==> src/rtl/fxi_pkg.sv <==
package fxi_pkg;
  localparam int ADDR_W = 3;
  localparam int DW     = 8;
  localparam int NSRC   = 5;

  typedef enum logic [ADDR_W-1:0] {
    OFF_MODE = 3'd0,
    OFF_IEN  = 3'd1,
    OFF_STAT = 3'd2,
    OFF_TIVL = 3'd3,
    OFF_TCTL = 3'd4
  } reg_off_e;

  // source index inside the enable / active vectors
  localparam int SRC_RXH = 0;
  localparam int SRC_TXH = 1;
  localparam int SRC_TXE = 2;
  localparam int SRC_CTO = 3;
  localparam int SRC_TMR = 4;

  // writable bits of the mode register; bit 1 is held at 0
  localparam logic [DW-1:0] MODE_WMASK = 8'h1D;
  localparam int MODE_LVL  = 4;
  localparam int MODE_FLOW = 3;
  localparam int MODE_FIFO = 2;
  localparam int MODE_SWAP = 0;

  function automatic logic [DW-1:0] pack_status(
      input logic tmr, input logic cto, input logic rxf, input logic rxh,
      input logic rxe, input logic txf, input logic txh, input logic txe);
    return {tmr, cto, ~rxf, rxh, rxe, txf, txh, txe};
  endfunction

  function automatic logic rise_any(input logic [NSRC-1:0] now,
                                    input logic [NSRC-1:0] prev);
    return |(now & ~prev);
  endfunction
endpackage

==> src/rtl/fxi_regs.sv <==
module fxi_regs
  import fxi_pkg::*;
(
  input  logic              clk,
  input  logic              rst_n,
  input  logic [ADDR_W-1:0] addr,
  input  logic              wr,
  input  logic              rd,
  input  logic [DW-1:0]     wdata,
  input  logic [DW-1:0]     status_byte,
  output logic [DW-1:0]     rdata,
  output logic [DW-1:0]     mode_q,
  output logic [NSRC-1:0]   ien_q,
  output logic [DW-1:0]     tivl_q,
  output logic              trun_q,
  output logic              stat_rd,
  output logic              flush_wr,
  output logic              tstop_wr
);
  logic mode_we, ien_we, tivl_we, tctl_we;

  assign mode_we  = wr && (addr == OFF_MODE);
  assign ien_we   = wr && (addr == OFF_IEN);
  assign tivl_we  = wr && (addr == OFF_TIVL);
  assign tctl_we  = wr && (addr == OFF_TCTL);
  assign flush_wr = wr && (addr == OFF_STAT);
  assign stat_rd  = rd && (addr == OFF_STAT);
  assign tstop_wr = tctl_we && !wdata[0];

  always_ff @(posedge clk or negedge rst_n) begin
    if (!rst_n) begin
      mode_q <= '0;
      ien_q  <= '0;
      tivl_q <= '0;
      trun_q <= 1'b0;
    end else begin
      if (mode_we) mode_q <= wdata & MODE_WMASK;
      if (ien_we)  ien_q  <= wdata[NSRC-1:0];
      if (tivl_we) tivl_q <= wdata;
      if (tctl_we) trun_q <= wdata[0];
    end
  end

  always_comb begin
    rdata = '0;
    if (rd) begin
      unique case (addr)
        OFF_MODE: rdata = mode_q;
        OFF_IEN:  rdata = {{(DW-NSRC){1'b0}}, ien_q};
        OFF_STAT: rdata = status_byte;
        OFF_TIVL: rdata = tivl_q;
        OFF_TCTL: rdata = {{(DW-1){1'b0}}, trun_q};
        default:  rdata = '0;
      endcase
    end
  end
endmodule

==> src/rtl/fxi_pending.sv <==
module fxi_pending
  import fxi_pkg::*;
(
  input  logic            clk,
  input  logic            rst_n,
  input  logic            stat_rd,
  input  logic            tstop_wr,
  input  logic            rx_fifo_rd,
  input  logic            tx_fifo_wr,
  input  logic            rx_half,
  input  logic            tx_empty,
  input  logic            tx_half,
  input  logic            char_tmo,
  input  logic            tmr_exp,
  output logic [NSRC-1:0] src_act,
  output logic            cto_set,
  output logic            txe_set,
  output logic            txh_set
);
  logic tx_empty_q, tx_half_q;
  logic cto_p, txe_p, txh_p, tmr_p;
  logic cto_clr, txe_clr, txh_clr;

  assign cto_set = char_tmo;
  assign cto_clr = rx_fifo_rd | stat_rd;
  assign txe_set = tx_empty & ~tx_empty_q;
  assign txe_clr = tx_fifo_wr | stat_rd;
  assign txh_set = ~tx_half & tx_half_q;
  assign txh_clr = tx_half | stat_rd;

  always_ff @(posedge clk or negedge rst_n) begin
    if (!rst_n) begin
      tx_empty_q <= 1'b1;
      tx_half_q  <= 1'b0;
      cto_p <= 1'b0;
      txe_p <= 1'b0;
      txh_p <= 1'b0;
      tmr_p <= 1'b0;
    end else begin
      tx_empty_q <= tx_empty;
      tx_half_q  <= tx_half;
      cto_p <= cto_set | (cto_p & ~cto_clr);
      txe_p <= txe_set | (txe_p & ~txe_clr);
      txh_p <= txh_set | (txh_p & ~txh_clr);
      tmr_p <= tmr_exp | (tmr_p & ~tstop_wr);
    end
  end

  always_comb begin
    src_act          = '0;
    src_act[SRC_RXH] = rx_half;
    src_act[SRC_TXH] = txh_p;
    src_act[SRC_TXE] = txe_p;
    src_act[SRC_CTO] = cto_p;
    src_act[SRC_TMR] = tmr_p;
  end
endmodule

==> src/rtl/fxi_irq_out.sv <==
module fxi_irq_out
  import fxi_pkg::*;
(
  input  logic            clk,
  input  logic            rst_n,
  input  logic            level_mode,
  input  logic [NSRC-1:0] src_act,
  input  logic [NSRC-1:0] ien,
  output logic [NSRC-1:0] armed,
  output logic            irq
);
  logic [NSRC-1:0] armed_q;

  assign armed = src_act & ien;

  always_ff @(posedge clk or negedge rst_n) begin
    if (!rst_n) armed_q <= '0;
    else        armed_q <= armed;
  end

  assign irq = level_mode ? (|armed) : rise_any(armed, armed_q);
endmodule

==> src/rtl/fifo_ext_irq_ctrl.sv <==
module fifo_ext_irq_ctrl
  import fxi_pkg::*;
(
  input  logic        clk,
  input  logic        rst_n,
  input  logic [2:0]  host_addr,
  input  logic        host_wr,
  input  logic        host_rd,
  input  logic [7:0]  host_wdata,
  output logic [7:0]  host_rdata,
  input  logic        rx_fifo_rd,
  input  logic        tx_fifo_wr,
  input  logic        rx_empty,
  input  logic        rx_half,
  input  logic        rx_full,
  input  logic        tx_empty,
  input  logic        tx_half,
  input  logic        tx_full,
  input  logic        char_tmo,
  input  logic        tmr_exp,
  input  logic        mcr_b3,
  input  logic        mcr_b2,
  output logic        irq,
  output logic        fifo_flush,
  output logic [7:0]  timer_interval,
  output logic        timer_run,
  output logic        flow_auto_en,
  output logic        fifo_en,
  output logic        swap_halves,
  output logic        rx_xfer_en,
  output logic        tx_xfer_en
);
  logic [DW-1:0]   mode_q, status_byte;
  logic [NSRC-1:0] ien_q, src_act, armed;
  logic            stat_rd, tstop_wr;
  logic            cto_set, txe_set, txh_set;

  assign status_byte = pack_status(src_act[SRC_TMR], src_act[SRC_CTO], rx_full,
                                   rx_half, rx_empty, tx_full, tx_half, tx_empty);

  fxi_regs u_regs (
    .clk(clk), .rst_n(rst_n), .addr(host_addr), .wr(host_wr), .rd(host_rd),
    .wdata(host_wdata), .status_byte(status_byte), .rdata(host_rdata),
    .mode_q(mode_q), .ien_q(ien_q), .tivl_q(timer_interval), .trun_q(timer_run),
    .stat_rd(stat_rd), .flush_wr(fifo_flush), .tstop_wr(tstop_wr)
  );

  fxi_pending u_pend (
    .clk(clk), .rst_n(rst_n), .stat_rd(stat_rd), .tstop_wr(tstop_wr),
    .rx_fifo_rd(rx_fifo_rd), .tx_fifo_wr(tx_fifo_wr), .rx_half(rx_half),
    .tx_empty(tx_empty), .tx_half(tx_half), .char_tmo(char_tmo),
    .tmr_exp(tmr_exp), .src_act(src_act), .cto_set(cto_set),
    .txe_set(txe_set), .txh_set(txh_set)
  );

  fxi_irq_out u_irq (
    .clk(clk), .rst_n(rst_n), .level_mode(mode_q[MODE_LVL]),
    .src_act(src_act), .ien(ien_q), .armed(armed), .irq(irq)
  );

  assign flow_auto_en = mode_q[MODE_FLOW];
  assign fifo_en      = mode_q[MODE_FIFO];
  assign swap_halves  = mode_q[MODE_SWAP];
  assign rx_xfer_en   = ~mcr_b3;
  assign tx_xfer_en   = ~mcr_b2;
endmodule

==> config.mk <==
export PLATFORM = sky130hd
export DESIGN_NAME = fifo_ext_irq_ctrl
export DESIGN_NICKNAME = d
export VERILOG_FILES = /design/src/rtl/fxi_pkg.sv /design/src/rtl/fxi_regs.sv /design/src/rtl/fxi_pending.sv /design/src/rtl/fxi_irq_out.sv /design/src/rtl/fifo_ext_irq_ctrl.sv
export SDC_FILE = /design/constraint.sdc
export NUM_CORES = 1
export LEC_CHECK = 0
export ABC_AREA = 1
export CAP_MARGIN = 0
export CORE_MARGIN = 3
export CORE_UTILIZATION = 55
export DETAILED_ROUTE_END_ITERATION = 8
export DONT_BUFFER_PORTS = 1
export PLACE_DENSITY_LB_ADDON = 0.1
export RECOVER_POWER = 100
export SLEW_MARGIN = 20
export SYNTH_ARGS = -nofsm -noshare
export SYNTH_HDL_FRONTEND = slang
export SYNTH_HIERARCHICAL = 1
export SYNTH_SLANG_ARGS = --single-unit
==> constraint.sdc <==
create_clock -name clk -period 2.6 [get_ports clk]
set_input_delay 0.65 -clock clk [delete_from_list [all_inputs] [get_ports clk]]
set_output_delay 0.65 -clock clk [all_outputs]
set_load 0.02 [all_outputs]
* Yosys cells after proc, flatten, opt, wreduce, memory -nomap -nowiden
Cells that the tools add are included.
** Cells by class
- Equality and inequality tests :: 4
- Multiplexer cells :: 3
- Bitwise operators :: 25
- Reductions and logical operators :: 11
** Operators by type and width (count)
- one-hot mux 8 bit (5 select lines) :: 1
- bitwise AND 5 bit :: 2
- OR reduction 5 bit :: 2
- inverter 1 bit :: 9
- two-way mux 8 bit :: 1
- logical AND 1 bit :: 7
- bitwise OR 1 bit :: 7
- bitwise AND 1 bit :: 6
- == test 3 x 2 -> 1 bit, second input constant :: 2
- inverter 5 bit :: 1
- == test 3 x 1 -> 1 bit, second input constant :: 1
- == test 3 bit, second input constant :: 1
- logical NOT 3 bit :: 1
- logical NOT 1 bit :: 1
- two-way mux 1 bit :: 1
** Word-level totals
- Register bits :: 29
- Input bits :: 27
- Output and inout bits :: 24
- Word-level logic and storage cells :: 54

* Longest topological paths before layout
- Depth after elaboration :: 6
- Mapped depth :: 8
- Depth with buffers taken out :: 7

* Hierarchy
The synthesis kept the hierarchy.
** By module, submodules not included
- fxi_regs :: times used 1, cells an instance 139, area each 1062.3 µm², seq. area each 450.4 µm²
- fxi_pending :: times used 1, cells an instance 30, area each 267.8 µm², seq. area each 151.4 µm²
- fxi_irq_out :: times used 1, cells an instance 31, area each 230.2 µm², seq. area each 125.1 µm²
- fifo_ext_irq_ctrl :: times used 1, cells an instance 3, area each 11.3 µm², seq. area each 0.0 µm²

* Worst setup path before layout
No wires, ideal clock.
- Path kind :: input -> output
- Start :: input port host_addr[1]
- End :: output port host_rdata[5]
- Data arrival time :: 1.558 ns
- Data required time :: 1.950 ns
- Setup slack :: 0.392 ns
- Stages on the path :: 5
- Buffers on the path :: 1
- Path through :: buf_2 -> inv_2 -> nor3_4 -> nand2_1 -> a21oi_1
** Between the ends
- Longest elaborated chain between the ends :: 3
- Elaborated cells between the ends (all ways) :: 7
- Those cells by class :: 4 x eq/ne; 2 x mux; 1 x reduce/logical
** RTL lines
- start, declared :: line fifo_ext_irq_ctrl.sv:6 : input logic [2:0] host_addr,
- == test 3 bit, or another cell as far along :: line fxi_regs.sv:47 : unique case (addr)
- one-hot mux 8 bit (5 select lines) * :: line fxi_regs.sv:47
- two-way mux 8 bit * :: line fxi_regs.sv:46 : if (rd) begin
- end, declared :: line fifo_ext_irq_ctrl.sv:10 : output logic [7:0] host_rdata,
Mark *: on every way between the ends. The rest lies on a longest branch, timed or not.

* Worst setup path in the final report
- Start :: input port host_addr[1]
- End :: output port host_rdata[3]
The elaborated chain is that of the path after synthesis.

==> impl_metrics.ini <==
[placed_design]
port-buffer-count = 0
detailed_place_hpwl_mm = 2.57
post-place-ws_ns = 0.408
gp_congestion = 0.809

[grt]
global_route.overflow_total = 0
number_of_antenna_violations_at_the_first_check_in_global_routing = 0
total_routing_resource_utilization_after_global_routing_pct = 22.5
first_global_vias = 1214
grt_max_degree = 30
grt_first_pass_wirelength_mm = 5.56

[sta]
unrepaired_setup_endpoints_after_global_routing = no
timing_max_transition_violations_final = 0
finalSetupViolations = 0
finalCriticalPeriod_ns = 2.30
final-hold-violation-count = 0
fmaxAchievable_mhz = 434
worst_pin_slew_ns = 1.45
fin_ws_ns = 0.297
final.setup.tns_ns = 0
final.period_utilization_pct = 88.6
clock-skew-final_ns = 0.00143
slew_headroom_pct = 3.07

[cts]
clock_sinks = 29
cts.root.buffer_cell = sky130_fd_sc_hd__clkbuf_4
clockBufferDepth = 2
cts_buffers = 5
clkSlewWorstSetupHoldPaths_ns = 0.08
h-tree-depth = 2
insertion_delay_ns = 0.32
cts_post_setup_buffers_inserted = 0
tritoncts_clock_tree = built

[pwr]
irDropWorstVdd_mv = 0.437
power_leakage_nw = 0.815
power_density_mw_per_mm2 = 686

[setup_path]
cpPeakStageDelay_ns = 0.31
timing.critical_path.mode_cell = sky130_fd_sc_hd__nor2_1
timing.critical_path.fanout_max = 8
rr_worst_depth = 2
worst_setup_ep_type = primary output
path_cells = inv_1 -> nand3_1 -> o21ai_0 -> nor2_1 -> nor2_1
slowest_stage_cell_cp = sky130_fd_sc_hd__nor2_1
worstPathBufferInverterCount = 1
crit_required_ns = 1.95
criticalPathCategory = primary input to primary output
critPathArrivalTime_ns = 1.65
category_of_cells_accounting_for_the_largest_share_of_critical_path_delay = simple AND/OR/NAND/NOR gates
startpoint_type = primary input
worstSetupPathDepth = 5
reg2reg_slack_ns = 1.78

[layout]
diodes = 0
flow.area_growth_from_synthesis_pct = -1.15
layout_cell_share_with_drive_strength_beyond_1_pct = 8.21
final_net_count = 221
final.fill_count = 248

[detailed_routing]
dr.first_iter.drc_count = 59
highest_layer = met4
routed_via_density = 5.25
drcViolationCount = 0
wl_mm = 3.36
wl_per_cell_um = 14.9
m1WireLength_mm = 1.42
dr_wl_met3_um = 225
first_pass_iters = 4
dr_total_vias = 1181
routed-wl-met2_mm = 1.63
antenna_violating_nets_post_route = 0

[logic_synthesis]
synth-warning-count = 6
syn-mean-instance-area_um2 = 7.81
syn_nets = 222
post_synth_instance_area_mm2 = 0.00152
synth_cells = 195

[hold_path]
class_of_the_worst_hold_path = primary input to async pin

[die]
die-width_um = 58.6
floorplan.rows = 18
boundary_pins = 51
design.die.area_mm2 = 0.00344
die_height_um = 58.6
floorplan.core_area_mm2 = 0.00254
start_util_pct = 59.8

[status]
status = finished, final reports clean

[job]
max-cap-violations = 0
per-stage QoR:
| stage | instances | util, % | instance area (µm²) | hold WS [ns] | power (mW) |
|---|---|---|---|---|---|
| detailed placement | 216 | 58.6 | 1490 | 0.355 | 0.797 |
| floorplan | 195 | - | 1520 | 0.354 | 0.768 |
| finish | 225 | 59.1 | 1510 | 0.163 | 1.03 |
| global placement | 216 | 58.6 | 1490 | 0.355 | 0.787 |
| global route | 225 | 59.1 | 1510 | 0.137 | 1.10 |
| CTS | 224 | 60.5 | 1540 | 0.00000255 | 1.05 |
power breakdown:
group / internal, mW / total (mW) / switching (mW)
clock: 0.107 / 0.247 / 0.139
combinational: 0.0530 / 0.164 / 0.111
sequential: 0.519 / 0.621 / 0.102
total: 0.679 / 1.03 / 0.353
final timing paths:
check	end	start
setup / recovery	host_rdata[3]	host_addr[1]
hold / removal	u_pend/tx_empty_q	rst_n
setup reg to reg	u_regs/trun_q	u_regs/trun_q
hold reg to reg	u_pend/txh_p	u_pend/tx_half_q
max in group asynchronous	u_irq/armed_q[4]	rst_n
min in group clk	u_pend/tx_empty_q	tx_empty
state kept, by name, summed over array words and instances, names as in the netlist:
register / cells
u_pend/tx_empty_q: 1
u_regs/tivl_q: 8
u_regs/trun_q: 1
u_pend/tx_half_q: 1
u_pend/txe_p: 1
u_irq/armed_q: 5
u_regs/ien_q: 5
u_pend/txh_p: 1
u_regs/mode_q: 4
u_pend/tmr_p: 1
u_pend/cto_p: 1
cell usage in the layout, fill, tap and decap left out, drive strengths merged:
cell	instances
o21bai	1
o21ai	19
nor3	2
clkbuf	9
nand3	9
nand2	65
a21oi	5
nand4	6
dfrtp	28
dfstp	1
inv	32
nor2	18
per-layer routing:
layer / track usage (%) / vias up
met4: 12.6 / 0
met1: 26.4 / 526
met5: 0 / -
met2: 37.3 / 49
li1: - / 596
met3: 5.70 / 10
layout make-up:
class | count | area [µm²] | area share (%)
multi-input cells | 125 | 563 | 37.4
well taps | 30 | 37.5 | 2.49
flip-flops and latches | 29 | 727 | 48.3
repair buffers | 1 | 3.75 | 0.249
inverters | 32 | 125 | 8.31
clock buffers | 8 | 48.8 | 3.24
timing repair:
item | in CTS | in global routing
endpoints found under the hold margin | 0 | 28
hold buffers | 0 | 1
setup endpoints to repair | 0 | 0
resized for setup | 0 | 0
Power figures use the tool's default switching activity.
